`src/rtl/led_chain_pkg.sv`:
```
package led_chain_pkg;

    // channels carried by each chained driver
    localparam int CH_PER_DEV = 3;
    // shortest allowed serial clock phase; covers both the 18 ns phase
    // minimum and the 25 MHz rate limit (40 ns period)
    localparam int SER_MIN_PHASE_NS = 20;

    typedef enum logic [1:0] {
        ST_IDLE,
        ST_SHIFT,
        ST_LSETUP,
        ST_LPULSE
    } tx_state_e;

    typedef struct packed {
        logic sclk;
        logic sdata;
        logic latch;
    } ser_pins_t;

    function automatic int ceil_div(input int num, input int den);
        return (num + den - 1) / den;
    endfunction

    function automatic int max_int(input int a, input int b);
        return (a > b) ? a : b;
    endfunction

endpackage

```
`src/rtl/led_chain_pacer.sv`:
```
module led_chain_pacer #(
    parameter int HALF = 4
) (
    input  logic clk,
    input  logic rst,
    input  logic en,
    output logic tick
);
    localparam int CW = (HALF > 1) ? $clog2(HALF) : 1;
    localparam logic [CW-1:0] LAST = CW'(HALF - 1);

    logic [CW-1:0] cnt;

    always_ff @(posedge clk) begin
        if (rst || !en) begin
            cnt <= '0;
        end else if (cnt == LAST) begin
            cnt <= '0;
        end else begin
            cnt <= cnt + 1'b1;
        end
    end

    assign tick = en && (cnt == LAST);

endmodule

```
`src/rtl/led_chain_seq.sv`:
```
module led_chain_seq
    import led_chain_pkg::*;
#(
    parameter int FRAME_BITS = 12
) (
    input  logic                  clk,
    input  logic                  rst,
    input  logic                  start,
    input  logic [FRAME_BITS-1:0] word,
    input  logic                  tick,
    output logic                  active,
    output logic                  busy,
    output logic                  done,
    output ser_pins_t             pins
);
    localparam int NW = $clog2(FRAME_BITS + 1);
    localparam logic [NW-1:0] LAST_BIT = NW'(FRAME_BITS);

    tx_state_e             state;
    logic [FRAME_BITS-1:0] sreg;
    logic [NW-1:0]         nbits;
    logic                  sclk_q;
    logic                  latch_q;

    always_ff @(posedge clk) begin
        if (rst) begin
            state   <= ST_IDLE;
            sreg    <= '0;
            nbits   <= '0;
            sclk_q  <= 1'b0;
            latch_q <= 1'b0;
            busy    <= 1'b0;
            done    <= 1'b0;
        end else begin
            done <= 1'b0;
            unique case (state)
                ST_IDLE: begin
                    if (start) begin
                        sreg  <= word;
                        nbits <= '0;
                        busy  <= 1'b1;
                        state <= ST_SHIFT;
                    end
                end
                ST_SHIFT: begin
                    if (tick) begin
                        if (!sclk_q) begin
                            sclk_q <= 1'b1;
                            nbits  <= nbits + 1'b1;
                        end else begin
                            sclk_q <= 1'b0;
                            sreg   <= {sreg[FRAME_BITS-2:0], 1'b0};
                            if (nbits == LAST_BIT) begin
                                state <= ST_LSETUP;
                            end
                        end
                    end
                end
                ST_LSETUP: begin
                    if (tick) begin
                        latch_q <= 1'b1;
                        state   <= ST_LPULSE;
                    end
                end
                ST_LPULSE: begin
                    if (tick) begin
                        latch_q <= 1'b0;
                        busy    <= 1'b0;
                        done    <= 1'b1;
                        state   <= ST_IDLE;
                    end
                end
                default: state <= ST_IDLE;
            endcase
        end
    end

    assign active     = (state != ST_IDLE);
    assign pins.sclk  = sclk_q;
    assign pins.sdata = sreg[FRAME_BITS-1];
    assign pins.latch = latch_q;

endmodule

```
`src/rtl/led_chain_tx.sv`:
```
module led_chain_tx
    import led_chain_pkg::*;
#(
    parameter int N_DEV         = 4,
    parameter int SYS_PERIOD_NS = 5,
    parameter int HALF_REQ      = 4
) (
    input  logic                        clk,
    input  logic                        rst,
    input  logic                        start,
    input  logic [CH_PER_DEV*N_DEV-1:0] frame_word,
    input  logic                        blank_req,
    output logic                        ser_clk,
    output logic                        ser_data,
    output logic                        ser_latch,
    output logic                        ser_blank,
    output logic                        busy,
    output logic                        done
);
    localparam int FRAME_BITS = CH_PER_DEV * N_DEV;
    localparam int MIN_HALF   = ceil_div(SER_MIN_PHASE_NS, SYS_PERIOD_NS);
    localparam int HALF       = max_int(HALF_REQ, MIN_HALF);

    logic      active;
    logic      tick;
    ser_pins_t pins;

    led_chain_pacer #(.HALF(HALF)) u_pacer (
        .clk  (clk),
        .rst  (rst),
        .en   (active),
        .tick (tick)
    );

    led_chain_seq #(.FRAME_BITS(FRAME_BITS)) u_seq (
        .clk    (clk),
        .rst    (rst),
        .start  (start),
        .word   (frame_word),
        .tick   (tick),
        .active (active),
        .busy   (busy),
        .done   (done),
        .pins   (pins)
    );

    always_ff @(posedge clk) begin
        if (rst) begin
            ser_blank <= 1'b1;
        end else begin
            ser_blank <= blank_req;
        end
    end

    assign ser_clk   = pins.sclk;
    assign ser_data  = pins.sdata;
    assign ser_latch = pins.latch;

endmodule

```
`config.mk`:
```
export PLATFORM = sky130hd
export DESIGN_NAME = led_chain_tx
export DESIGN_NICKNAME = d
export VERILOG_FILES = /design/src/rtl/led_chain_pkg.sv /design/src/rtl/led_chain_pacer.sv /design/src/rtl/led_chain_seq.sv /design/src/rtl/led_chain_tx.sv
export SDC_FILE = /design/constraint.sdc
export NUM_CORES = 1
export LEC_CHECK = 0
export BUFFER_PORTS_ARGS = -buffer_cell sky130_fd_sc_hd__buf_2
export CAP_MARGIN = 25
export CORE_MARGIN = 2
export CORE_UTILIZATION = 54
export CTS_CLUSTER_SIZE = 30
export DETAILED_ROUTE_END_ITERATION = 16
export PLACE_DENSITY = 0.77
export SYNTH_ARGS = -nofsm -noshare
export SYNTH_HDL_FRONTEND = slang
export SYNTH_SLANG_ARGS = --single-unit
```
`constraint.sdc`:
```
create_clock -name clk -period 1.9 [get_ports clk]
set_input_delay 0.285 -clock clk [delete_from_list [all_inputs] [get_ports clk]]
set_output_delay 0.285 -clock clk [all_outputs]
set_load 0.1 [all_outputs]
```
; Word level (Yosys, flattened, before mapping)
; Index checks and enable logic that the tools add are counted.
[classes]
shifts = 0
n_eq_ne = 12
reduce_logical = 16
n_mul = 0
magnitude_cmp = 0
div_mod_pow = 0
bitwise = 1
n_addsub = 2
muxes = 22
[ops]
columns = operator, count
row1 = two-way mux 12 bit, 3
row2 = one-hot mux 12 bit (2 select lines), 1
row3 = two-way mux 2 bit, 6
row4 = two-way mux 4 bit, 3
row5 = inequality test 2 bit (second input constant), 5
row6 = one-hot mux 2 bit (4 select lines), 1
row7 = one-hot mux 4 bit (2 select lines), 1
row8 = AND reduction 4 bit, 2
row9 = nonzero test 2 bit, 4
row10 = == test 2 bit (second input constant), 3
row11 = AND reduction 3 bit, 2
row12 = AND reduction 6 bit, 1
row13 = two-way mux 1 bit, 5
row14 = adder 4 x 1 -> 4 bit (second input constant), 1
row15 = == test 4 bit (second input constant), 1
row16 = inequality test 2 x 1 -> 1 bit (second input constant), 2
row17 = one-hot mux 1 bit (2 select lines), 2
row18 = OR reduction 2 bit, 2
row19 = adder 2 x 1 -> 2 bit (second input constant), 1
row20 = == test 2 x 1 -> 1 bit (second input constant), 1
row21 = logical NOT 2 bit, 1
row22 = AND reduction 2 bit, 1
row23 = logical AND 1 bit, 1
row24 = logical NOT 1 bit, 1
row25 = other kinds (2), 2
[totals]
ff_bits = 25
n_memories = 0
ram_bits = 0
input_bits = 16
latch_bits = 0
wordCells = 62
romBits = 0
out_inout_bits = 6

; Longest topological paths before layout
; Gate-level depths: netlist (run 1).
[depth]
ltp_word = 5
ltp_mapped = 7
depth_no_buf = 6

; Cells and area by module
; A second synthesis (run 1) with hierarchy kept.
[hier_totals]
cells_unflattened = 132
hier_area_um2 = 1336.3
[modules_own_cells]
columns = module, instances, seq_area_each_um2, area_per_inst_um2, cells_per_inst
row1 = led_chain_seq, 1, 440.4, 1223.7, 124
row2 = led_chain_pacer, 1, 40.0, 86.3, 6
row3 = led_chain_tx, 1, 20.0, 26.3, 2

; Worst setup path after synthesis (run 1)
; No wires, ideal clock.
[synth_path]
kind = reg-to-reg
startpoint = register u_seq.sclk_q
endpoint = register u_seq.state[0]
setup_time_ps = 87
t_arrival_ps = 1652
slack_ps = 161
required_ps = 1813
period_less_slack_ps = 1739
path_stages_with_launch = 5
n_path_buf = 0
cell_sequence = dfxtp_1 nand3_1 o21ai_1 a31oi_1 a211oi_1
[synth_via]
elab_chain_len = 2
[synth_lines]
columns = item, line_no
row1 = from (decl), led_chain_seq.sv:22  ; logic sclk_q;
row2 = from (signal assigned), led_chain_seq.sv:30  ; sclk_q <= 1'b0;
row3 = from (signal assigned), led_chain_seq.sv:48  ; sclk_q <= 1'b1;
row4 = from (signal assigned), led_chain_seq.sv:51  ; sclk_q <= 1'b0;
row5 = inequality test 2 x 1 -> 1 bit (no line), --
row6 = AND reduction 6 bit (no line), --
row7 = to (signal assigned), led_chain_seq.sv:27  ; state <= ST_IDLE;
row8 = to (signal assigned), led_chain_seq.sv:42  ; state <= ST_SHIFT;
row9 = to (signal assigned), led_chain_seq.sv:54  ; state <= ST_LSETUP;
row10 = to (decl), led_chain_seq.sv:19  ; tx_state_e state;
; Every way passes these cells.
; A chain may end at the register's enable or synchronous reset.

; Final worst setup path (run 1)
[layout_path]
startpoint = register u_seq.state[1]
endpoint = register u_seq.sreg[0]
[layout_via]
elab_chain_len = 4
elab_cells_between_ends = 10
classes_between = 4 x eq/ne / 1 x mux / 5 x reduce/logical
[layout_lines]
columns = item, line_no
row1 = nonzero test 2 bit, led_chain_seq.sv:78  ; assign active = (state != ST_IDLE);
row2 = logical AND 1 bit, led_chain_pacer.sv:24  ; assign tick = en && (cnt == LAST);
row3 = inequality test 2 bit (no line), --
row4 = AND reduction 4 bit (no line), --
row5 = to (signal assigned), led_chain_seq.sv:39  ; sreg <= word;
row6 = to (signal assigned), led_chain_seq.sv:52  ; sreg <= {sreg[FRAME_BITS-2:0], 1'b0};
row7 = to (decl), led_chain_seq.sv:20  ; logic [FRAME_BITS-1:0] sreg;
; Several ways; a longest one is shown, not always the timed one.

==> results of run 1 <==
-- flip-flops by register name, summed over array words and instances, names as in the netlist --
signal / count
u_seq.sreg: 12
u_seq.nbits: 4
u_pacer.cnt: 2
u_seq.state: 2
ser_blank: 1
u_seq.busy: 1
u_seq.done: 1
u_seq.latch_q: 1
u_seq.sclk_q: 1
-- placed cells by master, fill, tap and decap left out --
master / instances
sky130_fd_sc_hd__ha_2: 1
sky130_fd_sc_hd__nor4b_1: 1
sky130_fd_sc_hd__clkbuf_1: 1
sky130_fd_sc_hd__nor2_1: 10
sky130_fd_sc_hd__inv_1: 5
sky130_fd_sc_hd__o21ai_1: 1
sky130_fd_sc_hd__a31o_2: 1
sky130_fd_sc_hd__a21oi_1: 7
sky130_fd_sc_hd__a31o_4: 1
sky130_fd_sc_hd__a31oi_1: 1
sky130_fd_sc_hd__o41ai_2: 1
sky130_fd_sc_hd__and3b_1: 2
sky130_fd_sc_hd__o21ai_0: 1
sky130_fd_sc_hd__buf_4: 3
sky130_fd_sc_hd__mux2i_1: 12
sky130_fd_sc_hd__nand3_1: 3
sky130_fd_sc_hd__a31o_1: 1
sky130_fd_sc_hd__buf_2: 21
sky130_fd_sc_hd__and3_1: 1
sky130_fd_sc_hd__dfxtp_1: 25
sky130_fd_sc_hd__nor2_2: 9
sky130_fd_sc_hd__and4bb_1: 1
sky130_fd_sc_hd__nand2b_1: 2
sky130_fd_sc_hd__a211oi_2: 11
sky130_fd_sc_hd__or2_2: 1
sky130_fd_sc_hd__nor2b_4: 1
sky130_fd_sc_hd__o21bai_1: 1
sky130_fd_sc_hd__a211oi_1: 2
sky130_fd_sc_hd__clkbuf_4: 3
sky130_fd_sc_hd__a311oi_1: 2
sky130_fd_sc_hd__nor2b_1: 1
sky130_fd_sc_hd__nand4_1: 1
sky130_fd_sc_hd__nand2_1: 7
sky130_fd_sc_hd__ha_1: 7
sky130_fd_sc_hd__nand4bb_1: 1
sky130_fd_sc_hd__nor4_1: 1
-- report_power, final --
group | switching [W] | internal (W) | total [W]
Combinational | 0.000625 | 0.000402 | 0.00103
Sequential | 0.0000809 | 0.000651 | 0.000732
Clock | 0.000157 | 0.0000823 | 0.000240
Total | 0.000864 | 0.00114 | 0.00200
-- critical path, cell delays in order, from the launching register on --
cell,delay [ns]
sky130_fd_sc_hd__dfxtp_1,0.35
sky130_fd_sc_hd__inv_1,0.12
sky130_fd_sc_hd__ha_1,0.35
sky130_fd_sc_hd__and3b_1,0.30
sky130_fd_sc_hd__a31o_4,0.25
sky130_fd_sc_hd__mux2i_1,0.22
sky130_fd_sc_hd__nor2_1,0.05
-- metrics by stage --
step	area, um^2	instances	hold slack [ns]	util (%)
CTS	1440	177	0.137	64.0
floorplan	1310	128	0.389	-
finish	1450	178	0.138	64.5
detailed placement	1420	173	0.433	62.8
global route	1450	178	0.132	64.5
global placement	1420	173	0.422	62.8
-- logic make-up after synthesis --
logic type               after synthesis
AO/OA/AOI/OAI                         29
adder cells (fa/ha/maj)                8
buffers and inverters                 12
flip-flops                            25
multiplexers                          12
AND/OR/NAND/NOR                       42
-- layout make-up --
| type | instances | area, um^2 |
|---|---|---|
| flip-flops and latches | 25 | 500 |
| well taps | 28 | 35.0 |
| fillers | 201 | 801 |
| clock buffers | 4 | 26.3 |
| inverters | 5 | 18.8 |
| multi-input cells | 92 | 746 |
| repair buffers | 24 | 128 |
-- worst paths after layout --
check	startpoint	to	depth (start not counted)
worst max-delay path	u_seq.state[1]	u_seq.sreg[0]	6
worst min-delay path	blank_req	ser_blank	2
worst max register to register	u_seq.state[1]	u_seq.sreg[0]	6
worst min register to register	u_pacer.cnt[0]	u_pacer.cnt[0]	1
-- what timing repair did --
action,in CTS,in global routing
gates resized for setup,0,1
hold buffers,0,0
setup endpoints to repair,0,5
-- metal layers --
metal  wire [um]  vias up  GRT usage (%)
li1            -      506              -
met4          28        0           5.98
met1        1100      476           21.9
met2        1200       15           34.6
met3          94        4           5.37
met5           0        -              0
==> run metrics, run 1 <==
result of the run complete, no violations; Final Net Count 175; row count 17; area fraction in compound gates after synthesis 20.7%; area share of fa/ha/maj cells after synthesis 7.65%; initial standard-cell utilization of the core 58.0%; mux share of post-synthesis cell area 9.18%; number of setup buffers added after CTS 0; Netlist cell types 36; share of final-layout standard cells stronger than drive strength 1 35.3%; largest cells by area after synthesis sky130_fd_sc_hd__dfxtp_1, sky130_fd_sc_hd__a211oi_2, sky130_fd_sc_hd__mux2i_1; peak clock frequency supported by timing 566 MHz; Inserted Clock Buffers 3; total via count in the routed design 1,001; Hold Violations, Final 0; worst setup slack after placement 0.0559 ns; dominant cell by count in the synthesized netlist sky130_fd_sc_hd__dfxtp_1; library cell with the largest summed area after synthesis sky130_fd_sc_hd__dfxtp_1; maximum fanout count along the critical path 12; Root Driver sky130_fd_sc_hd__clkbuf_4; pin count of the biggest net entering global routing 26; # IOs 22; part of the Yosys area used for sequential elements 38.2%; fraction of synthesized cell area taken by the top area cell type 38.2%; Vias per Instance 5.62; setup clock skew after layout 0.00938 ns; Leak Pwr 0.576 nW; die span in x 53.2 um; top cells by count, synth sky130_fd_sc_hd__dfxtp_1, sky130_fd_sc_hd__mux2i_1, sky130_fd_sc_hd__a211oi_2, sky130_fd_sc_hd__nor2_1, sky130_fd_sc_hd__nor2_2; number of max-slew violations in the final report 0; Worst-Skew Late Latency 0.32 ns; power per standard cell area 1370 mW/mm^2; Yosys warning count 0; reg2reg setup slack 0.13 ns; Avg WL per Cell 13.6 um; final worst-path cycle share 93.0%; routed wire length 2420 um; startpoint kind of the worst setup timing path register; Async SR Flop Fraction 0%; Worst Setup End Kind register; number of setup violations in the final report 0; TritonCTS clock tree yes; # H-tree levels 1; Antenna Nets Post-Route 0; most used flip-flop cell after synthesis sky130_fd_sc_hd__dfxtp_1; Final Critical Period 1.77 ns; global placement routability congestion 0.755; post-detailed-route DRC marker count 0; number of sinks handled by clock tree synthesis 25; number of antenna violations at the first check in global routing 0; y dimension of the die 53.2 um; layout overhead on the synthesized area 11.1%; Hold WC Path Type input port to register; Worst Path Arrival 1.97 ns; estimated wirelength of the detail-placed design 1680 um; transition time of the tightest slew-check pin 0.555 ns; maximum vdd ir drop 0.000840 V; Post-Synthesis Cells 128; PnR Total Power 0.00200 W; area share of xor/xnor cells in the synthesized design 0%; mean cell area of the mapped netlist 10.2 um^2; Synthesized Nets 152; area of the mapped netlist 0.00131 mm^2; Crit path required time 2.10 ns; final worst setup slack 0.134 ns; remaining global-route overflow 0; port buffer count 21; FF+latch count, synth 25; combinational family with the most area after synthesis compound AO/OA/AOI/OAI gates; Crit Path Class register to register; floorplan core area 0.00225 mm^2; global-route wire length before repair 3960 um; simple-gate share of the synthesized area 18.5%; aggregate global-route resource usage 19.3%; Inserted Diodes 0; RSZ-0062 raised after global routing no; setup_tns 0 ns; total iterations of the first detailed-routing run 5; violation count after the first detailed-routing iteration 10; count of flip-flops with a built-in enable after synthesis 0; Bufs on Longest Clock Path 2; number of global-route vias before repair 932; number of maximum-capacitance violations 0; Clock transition at path regs 0.14 ns; total die area 0.00283 mm^2; Max-Slew Margin vs Limit 63.0%
(Power assumes the default switching activity.)
==> inputs of run 2 (changes only) <==
--- a/config.mk
+++ b/config.mk
@@ -7,11 +7,10 @@
 export LEC_CHECK = 0
 export BUFFER_PORTS_ARGS = -buffer_cell sky130_fd_sc_hd__buf_2
 export CAP_MARGIN = 25
-export CORE_MARGIN = 2
-export CORE_UTILIZATION = 54
+export CORE_UTILIZATION = 57
 export CTS_CLUSTER_SIZE = 30
 export DETAILED_ROUTE_END_ITERATION = 16
-export PLACE_DENSITY = 0.77
+export PLACE_DENSITY = 0.81
 export SYNTH_ARGS = -nofsm -noshare
 export SYNTH_HDL_FRONTEND = slang
 export SYNTH_SLANG_ARGS = --single-unit
==> constraint.sdc (replaced) <==
create_clock -name clk -period 2.3 [get_ports clk]
set_input_delay 0.345 -clock clk [delete_from_list [all_inputs] [get_ports clk]]
set_output_delay 0.345 -clock clk [all_outputs]
set_load 0.1 [all_outputs]
==> run 2 against run 1 <==
  * First-iteration DRC count down 30%
  * Fmax down 4.3%
  * Die area down 12%
==> run metrics, run 2 (synthesis results as in run 1) <==
internal power of the cells 0.000927 W (-18%); estimated wirelength of the detail-placed design 1700 um (+1.1%); setup_tns 0 ns (unchanged); switching fraction of total power 43.3% (+0.093 points); reg2reg setup slack 0.45 ns (+0.32 ns); total via count in the routed design 979 (-2.2%); family with the most delay on the worst path flip-flops; Worst-Skew Late Latency 0.32 ns (about the same); Switching Power 0.000708 W (-18%); row count 16 (-1); Clock transition at path regs 0.15 ns (about the same); most common library cell in the layout ignoring fill and taps sky130_fd_sc_hd__dfxtp_1; Inserted Diodes 0 (unchanged); number of max-slew violations in the final report 0 (unchanged); RSZ-0062 raised after global routing no; power per standard cell area 1140 mW/mm^2 (-17%); peak clock frequency supported by timing 542 MHz (-4.3%); Bufs on Longest Clock Path 2 (unchanged); routed wire length 2350 um (-3.0%); commonest cells after routing, fill and taps aside sky130_fd_sc_hd__dfxtp_1, sky130_fd_sc_hd__buf_2, sky130_fd_sc_hd__mux2i_1; number of setup buffers added after CTS 0 (unchanged); # IOs 22 (unchanged); Worst Setup End Kind register; destination of the worst register-to-register timing path u_seq.sreg[0]; startpoint kind of the worst setup timing path register; reg2reg start u_seq.state[0]; transition time of the tightest slew-check pin 0.556 ns (+0.00120 ns); largest register by flop count u_seq.sreg; number of sinks handled by clock tree synthesis 25 (unchanged); Final Net Count 173 (-1.1%); port buffer count 21 (unchanged); Vias per Instance 5.59 (-0.52%); relative contribution of the clock network to total power 12.5% (+0.5 points); y dimension of the die 49.9 um (-6.2%); number of antenna violations at the first check in global routing 0 (unchanged); Final Critical Period 1.85 ns (+0.0796 ns); pin count of the biggest net entering global routing 26 (unchanged); number of hold buffers added after cts 0 (unchanged); # H-tree levels 1 (unchanged); layout overhead on the synthesized area 9.85%; hold path startpoint blank_req; flip-flop count of the largest register, all copies and words added 12 (unchanged); Root Driver sky130_fd_sc_hd__clkbuf_4; post-detailed-route DRC marker count 0 (unchanged); Largest regs u_seq.sreg (12), u_seq.nbits (4); critical path's largest stage delay 0.37 ns (+0.02 ns); Worst Path Arrival 2.06 ns (+0.09 ns); floorplan core area 0.00206 mm^2 (-8.5%); total die area 0.00249 mm^2 (-12%); initial standard-cell utilization of the core 63.5% (+5.4 points); part of the power in combinational logic 50.4% (-1.0 points); number of global-route vias before repair 989 (+6.1%); Hold WC Path Type input port to register; cell with the biggest individual delay on the critical path sky130_fd_sc_hd__dfxtp_1; die span in x 49.9 um (-6.2%); maximum vdd ir drop 0.000763 V (-9.2%); aggregate global-route resource usage 20.9% (+1.6 points); Leak Pwr 0.567 nW (-1.5%); Avg WL per Cell 13.4 um (-1.3%); final worst-path cycle share 80.2% (-13 points); remaining global-route overflow 0 (unchanged); total iterations of the first detailed-routing run 4 (-1); TritonCTS clock tree yes; Crit path buffers/inverters 1 (unchanged); cells along the critical path inv_1 > ha_1 > and3b_1 > a31o_4 > mux2i_1 > nor2_1; part of the power in registers 37.1% (+0.5 points); share of final-layout standard cells stronger than drive strength 1 34.5% (-0.87 points); number of maximum-capacitance violations 0 (unchanged); result of the run complete, no violations; setup clock skew after layout 0.00737 ns (-0.00201 ns); maximum fanout count along the critical path 23 (+11); Crit path required time 2.51 ns (+0.41 ns); worst r2r path cells 6 (unchanged); hold depth 2 (unchanged); Hold Violations, Final 0 (unchanged); number of setup violations in the final report 0 (unchanged); Max-Slew Margin vs Limit 62.9% (-0.080 points); # resized after CTS 0 (unchanged); count of fill cells added during filler insertion 183 (-9.0%); Antenna Nets Post-Route 0 (unchanged); Crit Path Class register to register; global placement routability congestion 0.833 (+10%); destination of the worst hold path ser_blank; hold slack final 0.201 ns (+0.0637 ns); Inserted Clock Buffers 3 (unchanged); global-route wire length before repair 4050 um (+2.3%); violation count after the first detailed-routing iteration 7 (-3)
-- run 2: cell count changes in the layout (fill, tap and decap cells not counted), sizes merged --
cell      previous run  this run
a31o                 3         2
clkbuf               4         3
clkinvlp             0         1
buf                 24        23
-- run 2: per-layer routing --
metal,vias up,wire [um],GRT usage [%]
met5,-,0,0
met4,0,15,7.14
met3,2,53,2.78
met2,10,1200,38.5
met1,471,1080,24.3
li1,496,-,-
-- run 2: how the worst max path moves through the flow --
| stage | cells after the start | from | end |
|---|---|---|---|
| finish | 6 | u_seq.state[0] | u_seq.sreg[0] |
| global route | 6 | u_seq.state[1] | u_seq.sreg[0] |
| detailed placement | 6 | u_seq.state[1] | u_seq.sreg[0] |
| global placement | 6 | u_seq.state[0] | u_seq.sreg[0] |
| floorplan | 4 | u_seq.sclk_q | u_seq.state[0] |
| CTS | 6 | u_seq.state[0] | u_seq.sreg[0] |
-- run 2: through the flow --
stage / power [W] / cell area [um^2] / setup slack [ns] / util, % / instances
floorplan: 0.00135 / 1310 / 0.561 / - / 128
global placement: 0.00140 / 1410 / 0.558 / 68.3 / 171
detailed placement: 0.00144 / 1410 / 0.474 / 68.3 / 171
CTS: 0.00164 / 1440 / 0.450 / 69.7 / 175
global route: 0.00174 / 1440 / 0.336 / 69.7 / 175
finish: 0.00163 / 1440 / 0.454 / 69.7 / 175
-- run 2: cell type report --
cell class	count	area, um^2	share of cell area (%)
clock buffer	3	22.5	1.57
multi-input combinational	91	734	51.1
sequential	25	500	34.8
clock inverter	1	7.51	0.522
inverter	5	18.8	1.31
timing repair buffer	23	120	8.36
tap	27	33.8	2.35
-- run 2: power groups by stage --
stage	Combinational, W	Sequential (W)	Clock [W]
2_1_floorplan	0.000654	0.000697	0
3_3_place_gp	0.000789	0.000609	0
3_5_place_dp	0.000823	0.000616	0
4_1_cts	0.000829	0.000606	0.000205
5_1_grt	0.000900	0.000618	0.000226
6_report	0.000824	0.000606	0.000204
==> inputs of run 3 (changes only) <==
--- a/config.mk
+++ b/config.mk
@@ -7,10 +7,10 @@
 export LEC_CHECK = 0
 export BUFFER_PORTS_ARGS = -buffer_cell sky130_fd_sc_hd__buf_2
 export CAP_MARGIN = 25
-export CORE_UTILIZATION = 57
+export CORE_UTILIZATION = 54
 export CTS_CLUSTER_SIZE = 30
 export DETAILED_ROUTE_END_ITERATION = 16
-export PLACE_DENSITY = 0.81
+export PLACE_DENSITY = 0.77
 export SYNTH_ARGS = -nofsm -noshare
 export SYNTH_HDL_FRONTEND = slang
 export SYNTH_SLANG_ARGS = --single-unit
==> constraint.sdc (replaced) <==
create_clock -name clk -period 1.75 [get_ports clk]
set_input_delay 0.2625 -clock clk [delete_from_list [all_inputs] [get_ports clk]]
set_output_delay 0.2625 -clock clk [all_outputs]
set_load 0.1 [all_outputs]
==> run 3 against run 2 <==
  * Via count is 5.3% higher
  * Clock-buffer cell count is 1 higher
  * Design area is 8.5% higher
  * Sequential cell count stayed put
  * Power is 46% higher
  * Hold slack worse by 0.075 ns
  * Routed wire length is 3.8% higher
  * Sequential share of layout area is 2.5 points lower
  * Critical endpoint is now u_seq.state[0]
  * Largest power group unchanged
==> run metrics, run 3 (synthesis results as in run 1) <==
number of maximum-capacitance violations 0 (unchanged); number of hold buffers added after cts 0 (unchanged); Crit path required time 1.97 ns (-0.54 ns); count of fill cells added during filler insertion 186 (+1.6%); total iterations of the first detailed-routing run 4 (unchanged); estimated wirelength of the detail-placed design 1570 um (-7.8%); cell with the biggest individual delay on the critical path sky130_fd_sc_hd__dfxtp_4; row count 17 (+1); floorplan core area 0.00225 mm^2 (+9.3%); Vias per Instance 5.57 (-0.38%); number of sinks handled by clock tree synthesis 25 (unchanged); Worst Path Arrival 1.85 ns (-0.21 ns); hold path startpoint blank_req; peak clock frequency supported by timing 616 MHz (+14%); hold slack final 0.126 ns (-0.0753 ns); routed wire length 2440 um (+3.8%); violation count after the first detailed-routing iteration 13 (+6); Inserted Clock Buffers 3 (unchanged); y dimension of the die 51.2 um (+2.6%); Hold Violations, Final 0 (unchanged); flip-flop count of the largest register, all copies and words added 12 (unchanged); RSZ-0062 raised after global routing no; hold depth 2 (unchanged); Final Net Count 182 (+5.2%); result of the run complete, no violations; global placement routability congestion 0.777 (-6.7%); Root Driver sky130_fd_sc_hd__clkbuf_4; setup_tns 0 ns (unchanged); Bufs on Longest Clock Path 2 (unchanged); Hold WC Path Type input port to register; Inserted Diodes 0 (unchanged); PnR Total Power 0.00239 W (+46%); port buffer count 21 (unchanged); global-route wire length before repair 4090 um (+1.0%); commonest cells after routing, fill and taps aside sky130_fd_sc_hd__dfxtp_1, sky130_fd_sc_hd__buf_2, sky130_fd_sc_hd__mux2i_1; most common library cell in the layout ignoring fill and taps sky130_fd_sc_hd__dfxtp_1; area used by sequential logic in the layout 504 um^2 (+0.75%); cells along the critical path inv_1 > buf_4 > ha_1 > o41ai_4 > a31oi_1 > a211oi_1; initial standard-cell utilization of the core 58.0% (-5.4 points); Max-Slew Margin vs Limit 63.6% (+0.64 points); post-detailed-route DRC marker count 0 (unchanged); startpoint kind of the worst setup timing path register; Leak Pwr 0.621 nW (+9.6%); remaining global-route overflow 0 (unchanged); setup clock skew after layout 0.00384 ns (-0.00353 ns); number of setup violations in the final report 0 (unchanged); family with the most delay on the worst path compound AO/OA/AOI/OAI gates; # H-tree levels 1 (unchanged); total via count in the routed design 1,031 (+5.3%); # IOs 22 (unchanged); final non-filler cell total 185 (+5.7%); die span in x 51.2 um (+2.6%); layout overhead on the synthesized area 19.2%; worst setup path start u_seq.state[0]; Largest regs u_seq.sreg (12), u_seq.nbits (4); Crit path buffers/inverters 2 (+1); area of combinational cells with multiple inputs 783 um^2 (+6.6%); power per standard cell area 1530 mW/mm^2 (+35%); maximum vdd ir drop 0.000958 V (+26%); reg2reg start u_seq.state[0]; Clock transition at path regs 0.13 ns (-0.02 ns); critical path's largest stage delay 0.40 ns (+0.03 ns); Crit Path Class register to register; TritonCTS clock tree yes; largest register by flop count u_seq.sreg; pin count of the biggest net entering global routing 26 (unchanged); number of antenna violations at the first check in global routing 0 (unchanged); transition time of the tightest slew-check pin 0.547 ns (-0.00961 ns); maximum fanout count along the critical path 4 (-83%); Worst-Skew Late Latency 0.31 ns (about the same); final worst-path cycle share 92.8% (+13 points); destination of the worst hold path ser_blank; worst setup slack after placement -0.0817 ns (-0.555 ns); Final Critical Period 1.62 ns (-0.221 ns); aggregate global-route resource usage 20.6% (-0.33 points); reg2reg setup slack 0.13 ns (-0.33 ns); Worst Setup End Kind register; total die area 0.00262 mm^2 (+5.3%); Antenna Nets Post-Route 0 (unchanged); number of global-route vias before repair 1,003 (+1.4%); destination of the worst register-to-register timing path u_seq.state[0]; number of max-slew violations in the final report 0 (unchanged); Avg WL per Cell 13.2 um (-1.8%); share of final-layout standard cells stronger than drive strength 1 40.8% (+6.3 points); Placed Instances 176 (+2.9%); worst r2r path cells 6 (unchanged); final worst setup slack 0.125 ns (-0.329 ns)
## run 3: power breakdown
group,leakage [nW],switching [W],internal [W],total [W]
clock network,0.0150,0.000162,0.0000889,0.000251
registers,0.205,0.0000948,0.000712,0.000807
logic,0.401,0.000734,0.000594,0.00133
total,0.621,0.000991,0.00140,0.00239
## run 3: what timing repair did
action | 4_1_cts | 5_1_grt
setup buffers | 0 | 4
cloned | 1 | 0
setup endpoints to repair | 12 | 17
pin swaps | 0 | 1
resized for setup | 2 | 7
## run 3: worst max path at each step
stage	to	slack [ns]	cells after the start
2_1_floorplan	u_seq.state[0]	0.01	4
3_3_place_gp	u_seq.sreg[0]	0.03	6
3_5_place_dp	u_seq.sreg[0]	-0.08	6
4_1_cts	u_seq.sreg[0]	0.000009	6
5_1_grt	u_seq.state[0]	0.01	6
6_report	u_seq.state[0]	0.13	6
## run 3: cell type report
| cell class | count | area share (%) |
|---|---|---|
| multi-input combinational | 92 | 50.2 |
| sequential | 25 | 32.3 |
| inverter | 5 | 1.20 |
| tap | 28 | 2.25 |
| clock buffer | 4 | 1.68 |
| timing repair buffer | 31 | 12.3 |
## run 3: through the flow
stage,area (um^2),util [%]
after floorplan,1310,-
after global placement,1440,63.8
after detailed placement,1440,63.8
after CTS,1490,66.0
after global routing,1560,69.2
final,1560,69.2
## run 3: metal layers
metal  vias up  wire (um)  global-route usage (%)
met3         2         48                    2.68
met4         0         21                    9.01
met1       501       1110                    23.4
li1        518          -                       -
met2        10       1250                    37.9
met5         -          0                       0
